## src/rtl/dmar_pkg.sv

```systemverilog
package dmar_pkg;
    localparam int NCH      = 4;
    localparam int CH_W     = $clog2(NCH);
    localparam int ADDR_W   = 12;
    localparam int DATA_W   = 32;
    localparam int CODE_W   = 4;
    localparam int NREQ     = 6;
    localparam int STRIDE_SH = 4;              // 0x10 per channel group
    localparam int CODE_LSB = 8;
    localparam logic [ADDR_W-1:0] GBL_OFS = 12'h040;
    localparam logic [STRIDE_SH-1:0] CTL_SUB = 4'hC;
    localparam logic [2:0] GBL_RUN = 3'b001;

    typedef enum int {
        RQ_EXT     = 0,
        RQ_SA_TXE  = 1,
        RQ_SA_RXF  = 2,
        RQ_SB_TXE  = 3,
        RQ_SB_RXF  = 4,
        RQ_TIMER   = 5
    } req_idx_e;

    function automatic logic code_hit(input logic [CODE_W-1:0] code,
                                      input logic [NREQ-1:0] rq);
        logic h;
        h = (rq[RQ_EXT]    && code == 4'h0) ||
            (rq[RQ_SA_TXE] && code == 4'h8) ||
            (rq[RQ_SA_RXF] && code == 4'h9) ||
            (rq[RQ_SB_TXE] && code == 4'hA) ||
            (rq[RQ_SB_RXF] && code == 4'hB) ||
            (rq[RQ_TIMER]  && code >= 4'hC);
        return h;
    endfunction

    function automatic logic is_auto(input logic [CODE_W-1:0] code);
        return code[CODE_W-1:CODE_W-2] == 2'b01;
    endfunction
endpackage

```

## src/rtl/dmar_regfile.sv

```systemverilog
module dmar_regfile
    import dmar_pkg::*;
#(
    parameter int N = NCH
) (
    input  logic                         clk,
    input  logic                         rst,
    input  logic                         wr_en,
    input  logic [ADDR_W-1:0]            addr,
    input  logic [DATA_W-1:0]            wdata,
    output logic [DATA_W-1:0]            rdata,
    output logic [N-1:0][CODE_W-1:0]     ch_code,
    output logic [N-1:0]                 ch_en,
    output logic [N-1:0]                 ch_end,
    output logic                         gbl_on
);
    localparam int CW = (N > 1) ? $clog2(N) : 1;
    localparam int HI = STRIDE_SH + CW;

    logic [N-1:0][DATA_W-1:0] ctl_q;
    logic [DATA_W-1:0]        gbl_q;
    logic                     ctl_sel;
    logic [CW-1:0]            ctl_idx;
    logic                     gbl_sel;

    assign ctl_idx = addr[STRIDE_SH +: CW];
    assign ctl_sel = (addr[ADDR_W-1:HI] == '0) &&
                     (addr[STRIDE_SH-1:0] == CTL_SUB) &&
                     (int'(ctl_idx) < N);
    assign gbl_sel = (addr == GBL_OFS);

    always_ff @(posedge clk) begin
        if (rst) begin
            ctl_q <= '0;
            gbl_q <= '0;
        end else if (wr_en) begin
            if (gbl_sel)
                gbl_q <= wdata;
            else if (ctl_sel)
                ctl_q[ctl_idx] <= wdata;
        end
    end

    always_comb begin
        rdata = '0;
        if (gbl_sel)
            rdata = gbl_q;
        else if (ctl_sel)
            rdata = ctl_q[ctl_idx];
    end

    for (genvar g = 0; g < N; g++) begin : g_fields
        assign ch_code[g] = ctl_q[g][CODE_LSB +: CODE_W];
        assign ch_en[g]   = ctl_q[g][0];
        assign ch_end[g]  = ctl_q[g][1];
    end

    assign gbl_on = (gbl_q[2:0] == GBL_RUN);
endmodule

```

## src/rtl/dmar_chan_route.sv

```systemverilog
module dmar_chan_route
    import dmar_pkg::*;
(
    input  logic              clk,
    input  logic              rst,
    input  logic [CODE_W-1:0] code,
    input  logic              enable,
    input  logic              end_flag,
    input  logic              gbl_on,
    input  logic [NREQ-1:0]   req,
    input  logic              busy,
    output logic              start,
    output logic              pending
);
    logic eligible;
    logic hit;
    logic want;
    logic start_q;
    logic pend_q;

    assign eligible = gbl_on && enable && !end_flag;
    assign hit      = eligible && (is_auto(code) || code_hit(code, req));
    assign want     = hit || pend_q;

    always_ff @(posedge clk) begin
        if (rst) begin
            start_q <= 1'b0;
            pend_q  <= 1'b0;
        end else begin
            start_q <= want && !busy;
            pend_q  <= want && busy;
        end
    end

    assign start   = start_q;
    assign pending = pend_q;
endmodule

```

## src/rtl/dma_req_router.sv

```systemverilog
module dma_req_router
    import dmar_pkg::*;
(
    input  logic              clk,
    input  logic              rst,
    input  logic              reg_wr,
    input  logic [11:0]       reg_addr,
    input  logic [31:0]       reg_wdata,
    output logic [31:0]       reg_rdata,
    input  logic [5:0]        req_strobe,
    input  logic [3:0]        chan_busy,
    output logic [3:0]        chan_start
);
    logic [NCH-1:0][CODE_W-1:0] ch_code;
    logic [NCH-1:0]             ch_en;
    logic [NCH-1:0]             ch_end;
    logic                       gbl_on;
    logic [NCH-1:0]             pend_w;

    dmar_regfile #(.N(NCH)) i_regs (
        .clk     (clk),
        .rst     (rst),
        .wr_en   (reg_wr),
        .addr    (reg_addr),
        .wdata   (reg_wdata),
        .rdata   (reg_rdata),
        .ch_code (ch_code),
        .ch_en   (ch_en),
        .ch_end  (ch_end),
        .gbl_on  (gbl_on)
    );

    for (genvar c = 0; c < NCH; c++) begin : g_chan
        dmar_chan_route i_route (
            .clk      (clk),
            .rst      (rst),
            .code     (ch_code[c]),
            .enable   (ch_en[c]),
            .end_flag (ch_end[c]),
            .gbl_on   (gbl_on),
            .req      (req_strobe),
            .busy     (chan_busy[c]),
            .start    (chan_start[c]),
            .pending  (pend_w[c])
        );
    end
endmodule

```

## config.mk

```make
export PLATFORM = sky130hd
export DESIGN_NAME = dma_req_router
export DESIGN_NICKNAME = d
export VERILOG_FILES = /design/src/rtl/dmar_pkg.sv /design/src/rtl/dmar_regfile.sv /design/src/rtl/dmar_chan_route.sv /design/src/rtl/dma_req_router.sv
export SDC_FILE = /design/constraint.sdc
export NUM_CORES = 1
export LEC_CHECK = 0
export BUFFER_PORTS_ARGS = -buffer_cell sky130_fd_sc_hd__buf_2
export CORE_UTILIZATION = 30
export DETAILED_ROUTE_END_ITERATION = 6
export PLACE_DENSITY = 0.5
export SYNTH_ARGS = -nofsm -noshare
export SYNTH_HDL_FRONTEND = slang
export SYNTH_HIERARCHICAL = 1
export SYNTH_SLANG_ARGS = --single-unit
```

## constraint.sdc

```tcl
create_clock -name clk -period 1.9 [get_ports clk]
set_input_delay 0.38 -clock clk [delete_from_list [all_inputs] [get_ports clk]]
set_output_delay 0.38 -clock clk [all_outputs]
set_load 0.05 [all_outputs]
```

Word level (Yosys, flattened, before mapping)
Cells that the tools add are included.
{"block": "op_classes", "bitwise_logic": 1, "n_eq_ne": 23, "n_mux": 7, "add_sub_neg": 0, "div": 0, "n_shift": 0, "order_cmp": 6, "reduce_logical": 89, "mul": 0}
{"cell": "bitwise mux 128 bit", "count": 1}
{"cell": "2-to-1 mux 32 bit", "count": 4}
{"cell": "equality test 4 bit, second input constant", "count": 17}
{"cell": "binary-select mux 32 bit (select 2 bit)", "count": 1}
{"cell": "demux 32 bit (select 2 bit)", "count": 1}
{"cell": "logical AND 1 bit", "count": 46}
{"cell": "logical OR 1 bit", "count": 28}
{"cell": ">= comparator 4 bit, second input constant", "count": 4}
{"cell": "zero test 4 bit", "count": 4}
{"cell": "equality test 12 x 7 -> 1 bit, second input constant", "count": 1}
{"cell": "equality test 2 x 1 -> 1 bit, second input constant", "count": 4}
{"cell": "zero test 1 bit", "count": 8}
{"cell": "zero test 6 bit", "count": 1}
{"cell": "equality test 3 x 1 -> 1 bit, second input constant", "count": 1}
{"cell": "< comparator 2 x 3 -> 1 bit, second input constant", "count": 1}
{"cell": "AND reduction 3 bit", "count": 1}
{"cell": ">= comparator 2 x 1 -> 1 bit, second input constant", "count": 1}
{"cell": "AND reduction 2 bit", "count": 1}
{"cell": "inverter 1 bit", "count": 1}
{"block": "totals", "ram_bits": 0, "wordCells": 139, "latch_bits": 0, "reg_bits": 168, "memories": 0, "mem_bits_ro": 0, "inputBits": 57, "output_inout_bits": 36}

Depth between registers and ports, before layout
{"block": "depth", "ltp_word": 11, "depth_mapped": 7, "depth_no_buf": 5}

Modules after synthesis
The synthesis kept the hierarchy.
{"module": "dmar_regfile", "seq_area_each_um2": 3203.1, "area_per_inst_um2": 7746.2, "cells_each": 739, "n_inst": 1}
{"module": "dmar_chan_route", "seq_area_each_um2": 40.0, "area_per_inst_um2": 150.1, "cells_each": 17, "n_inst": 4}

Least setup slack after synthesis
Ideal clock, no wire load.
{"block": "synth_timing", "kind": "input to output", "from": "input reg_addr[5]", "to": "output reg_rdata[0]", "cell_stages": 5, "slack_ps": -663, "arrival_ps": 2183, "path_buffers": 2, "required_ps": 1520, "cell_sequence": "buf_2 > nor4_2 > clkbuf_1 > nand3_1 > a21oi_1"}
{"block": "synth_between", "elab_chain_cells": 4, "word_cells_on_any_way": 5, "classes_between": "1 x eq/ne; 4 x mux"}
{"item": "start, declared", "line": "dma_req_router.sv:7", "text": "input logic [11:0] reg_addr,"}
{"item": "binary-select mux 32 bit (select 2 bit)", "line": "dmar_regfile.sv:49", "text": "rdata = ctl_q[ctl_idx];"}
{"item": "2-to-1 mux 32 bit (implied by the code)", "line": "dmar_regfile.sv:49"}
{"item": "2-to-1 mux 32 bit", "line": "dmar_regfile.sv:48", "text": "else if (ctl_sel)"}
{"item": "2-to-1 mux 32 bit *", "line": "dmar_regfile.sv:46", "text": "if (gbl_sel)"}
{"item": "end, declared", "line": "dma_req_router.sv:9", "text": "output logic [31:0] reg_rdata,"}
Mark *: on every way between the ends. The rest lies on a longest branch, timed or not. The select of a mux whose other input is x is not followed.

Worst setup path after layout
{"block": "layout_timing", "from": "input reg_addr[4]", "to": "output reg_rdata[31]"}
Same word-level chain as after synthesis.

==> flow_metrics.tcl <==
set metrics [dict create \
    io_buffers 92 \
    combPwrFrac 0.070 \
    fin_skew_ns 0.00711 \
    fillCellCount 2661 \
    timing.max_cap.violations 0 \
    synthArstFlopShare 0 \
    drc 0 \
    wl_mm 22.1 \
    switching_power_mw 1.83 \
    yosysMostFrequentCell "nand2b_1" \
    synth_commonest_cells "196 x nand2b_1, 168 x dfxtp_1, 164 x mux2i_1, 40 x a21oi_1, 37 x nand2_1" \
    yosys.area_share.simple 0.210 \
    met1_usage 0.219 \
    p_clk_frac 0.456 \
    hp-class "input port to flop" \
    syn-cell-area_mm2 0.00835 \
    ys.flop_type "dfxtp_1" \
    drive_above_1_share 0.356 \
    setup_tns_ns -1.55 \
    dr.pass1.iters 4 \
    max_stage_delay_ns 0.33 \
    worstPathArrival_ns 1.63 \
    path_delay_family "buffers and inverters" \
    hpwl_mm 15.1 \
    gp_congestion 0.776 \
    grt_util_met2 0.268 \
    ys_ff_latch 168 \
    worstSetupPathType "input port to output pin" \
    start_kind "input port" \
    final_cell_area_mm2 0.0109 \
    rsz0062_at_grt "yes" \
    worstSetupEndpointType "output pin" \
    fp.dieH_um 169 \
    ys_seq_area_frac 0.403 \
    path_buf_inv 5 \
    critPathSlowestCell "mux4_2" \
    maxSlewViolCount 0 \
    slew_headroom 0.677 \
    power_leakage_nw 4.59 \
    clkSinkCount 168 \
    num_vias 6031 \
    initial_utilization 0.308 \
    path_clk_slew_ns 0.07 \
    holdBufCountCts 0 \
    die-area_mm2 0.0285 \
    switching_share 0.246 \
    post-route-min-period_ns 2.01 \
    cp_max_fo 5 \
    worstPathCellList "buf_12, buf_12, buf_4, buf_12, mux4_2, nand2_2, a21oi_2, buf_6" \
    synth_xor_area_frac 0 \
    ys_types 32 \
    status "finished with violations" \
    hold_viol 0 \
    antenna_cells 0 \
    muxShareOfSynthArea 0.290 \
    areaGrowthSynthToFinish_pct 31.1 \
    htreeDepth 4 \
    fin_util 0.404 \
    tightest_slew_ns 0.485 \
    timing.final.ws_setup_ns -0.112 \
    grt_max_degree 47 \
    grt_pass1_wl_mm 35.5 \
    synth.area.top_cells "dfxtp_1 40%, mux2i_1 20%, nand2b_1 15%" \
    fin_crit_sh 1.06 \
    coreArea_mm2 0.0271 \
    required_ns 1.52 \
    grt-ovfl-total 0 \
    grt_busiest_layer "met2" \
    rows 60 \
    antenna_found_initial 0 \
    use_met3 0.0290 \
    synth.net_count 864 \
    first_iter_violations 208 \
    finalPower_mw 7.44 \
    pwr-share-seq 0.473 \
    yosysTopAreaCellShare 0.403 \
    cts.path.max_buffers 2 \
    wl_per_cell_um 17.2 \
    avgViaCountPerCell 4.69 \
    vdd_drop_max_uv 368 \
    cts_root_buffer "clkbuf_16" \
    cts_buffers 17 \
    ioPinCount 93 \
    power_density_mw_per_mm2 679 \
    setup_viol 32 \
    synthCells 807 \
    violations "negative setup slack" \
    cts_tree "yes" \
    synth_edf_count 0 \
    cpMostUsedCell "buf_12" \
    max_freq_mhz 497 \
    grt_usage 0.162 \
    syn_area_per_cell_um2 10.3 \
    nNetsFinal 959 \
    synth_top_family_by_area "multiplexers" \
    placed_area_mm2 0.00982 \
    grt_pass1_vias 6222 \
    postRouteAntennaNets 0 \
    synth_adder_area_share 0 \
    die_w_um 169 \
    clock_latency_ns 0.42 \
    synth_area_leader_cell "dfxtp_1" \
    p_int_mw 5.61 \
    synth-compound-area-share 0.0414 \
    ys.warnings.count 6 \
]
[final timing paths]
path / startpoint / endpoint / slack (ns) / cells after the start
worst max register to register: i_regs/gbl_q[2]$_SDFFE_PP0P_ / g_chan[2].i_route/start$_SDFF_PP0_ / 0.37 / 6
worst max-delay path: reg_addr[4] / reg_rdata[31] / -0.11 / 8
worst min-delay path: chan_busy[0] / g_chan[0].i_route/start$_SDFF_PP0_ / 0.12 / 2
worst min register to register: i_regs/ctl_q[46]$_SDFFE_PP0P_ / i_regs/ctl_q[46]$_SDFFE_PP0P_ / 0.47 / 2
[through the flow]
step	std cells	hold WS, ns	worst slack [ns]
after floorplan	807	0.445	-0.0591
after global placement	1241	0.454	-0.274
after detailed placement	1241	0.462	-0.283
after CTS	1285	0.103	-0.128
after global routing	1287	0.105	-0.162
final	1287	0.125	-0.112
[worst reg2reg max path, delay by kind of cell, from the launching register on]
kind,cells,cell delay [ns]
buf+inv,1,0.16
simple gates,3,0.59
compound gates,2,0.34
flops,1,0.36
[layer usage]
metal | wire length, µm | up-vias
met1 | 11000 | 2980
li1 | - | 2967
met5 | 0 | -
met2 | 10500 | 79
met3 | 512 | 5
met4 | 87 | 0
[cells by family after synthesis]
| logic type | Yosys count |
|---|---|
| buffers and inverters | 87 |
| AOI/OAI and AO/OA | 56 |
| DFF | 168 |
| muxes | 200 |
| and+or+nand+nor | 296 |
[layout make-up]
cell class | count | area, µm² | area share
flip-flops and latches | 168 | 3380 | 0.309
repair buffers | 159 | 1480 | 0.135
clock inverters | 15 | 143 | 0.0130
clock buffers | 17 | 425 | 0.0389
multi-input cells | 552 | 5040 | 0.460
well taps | 372 | 465 | 0.0425
inverters | 4 | 15.0 | 0.00137
[registers in the layout (all words and copies together) (netlist names)]
register and flops:
i_regs/ctl_q 104, i_regs/gbl_q 32, i_regs/ch_code 16, g_chan.i_route/pending 4, g_chan.i_route/start 4, i_regs/ch_en 4
i_regs/ch_end 4
[repair_timing]
action	4_1_cts	5_1_grt
endpoints found under the hold margin	0	0
setup endpoints to repair	32	32
cloned	2	0
resized for setup	135	4
pin swaps	20	6
setup buffers	10	2
[cell usage in the layout (no fill, tap or decap), drive strengths merged]
| cell type | Yosys | layout |
|---|---|---|
| clkinv | 0 | 4 |
| o211ai | 4 | 4 |
| nor2b | 2 | 2 |
| mux2i | 164 | 164 |
| nor3b | 1 | 1 |
| a21boi | 4 | 4 |
| inv | 4 | 10 |
| or3 | 4 | 4 |
| clkbuf | 31 | 17 |
| a21oi | 40 | 40 |
| nand4 | 4 | 4 |
| nor4 | 6 | 6 |
| and4 | 1 | 1 |
| nor3 | 1 | 1 |
| mux2 | 4 | 4 |
| buf | 52 | 159 |
| nand3 | 32 | 32 |
| nand2b | 200 | 200 |
| nor4b | 1 | 1 |
| and2 | 1 | 1 |
| o41a | 4 | 4 |
| dfxtp | 168 | 168 |
| o21ai | 4 | 4 |
| nand2 | 37 | 37 |
| bufinv | 0 | 1 |
| and3b | 1 | 1 |
| nor2 | 5 | 5 |
| mux4 | 32 | 32 |
| clkinvlp | 0 | 4 |
[power groups by stage]
stage | sequential [mW] | clock (mW) | combinational [mW]
2_1_floorplan | 3.60 | 0 | 0.262
3_3_place_gp | 3.60 | 0 | 0.489
3_5_place_dp | 3.60 | 0 | 0.486
4_1_cts | 3.52 | 3.49 | 0.531
5_1_grt | 3.52 | 3.64 | 0.561
6_report | 3.52 | 3.39 | 0.524
Power figures use the tool's default switching activity.
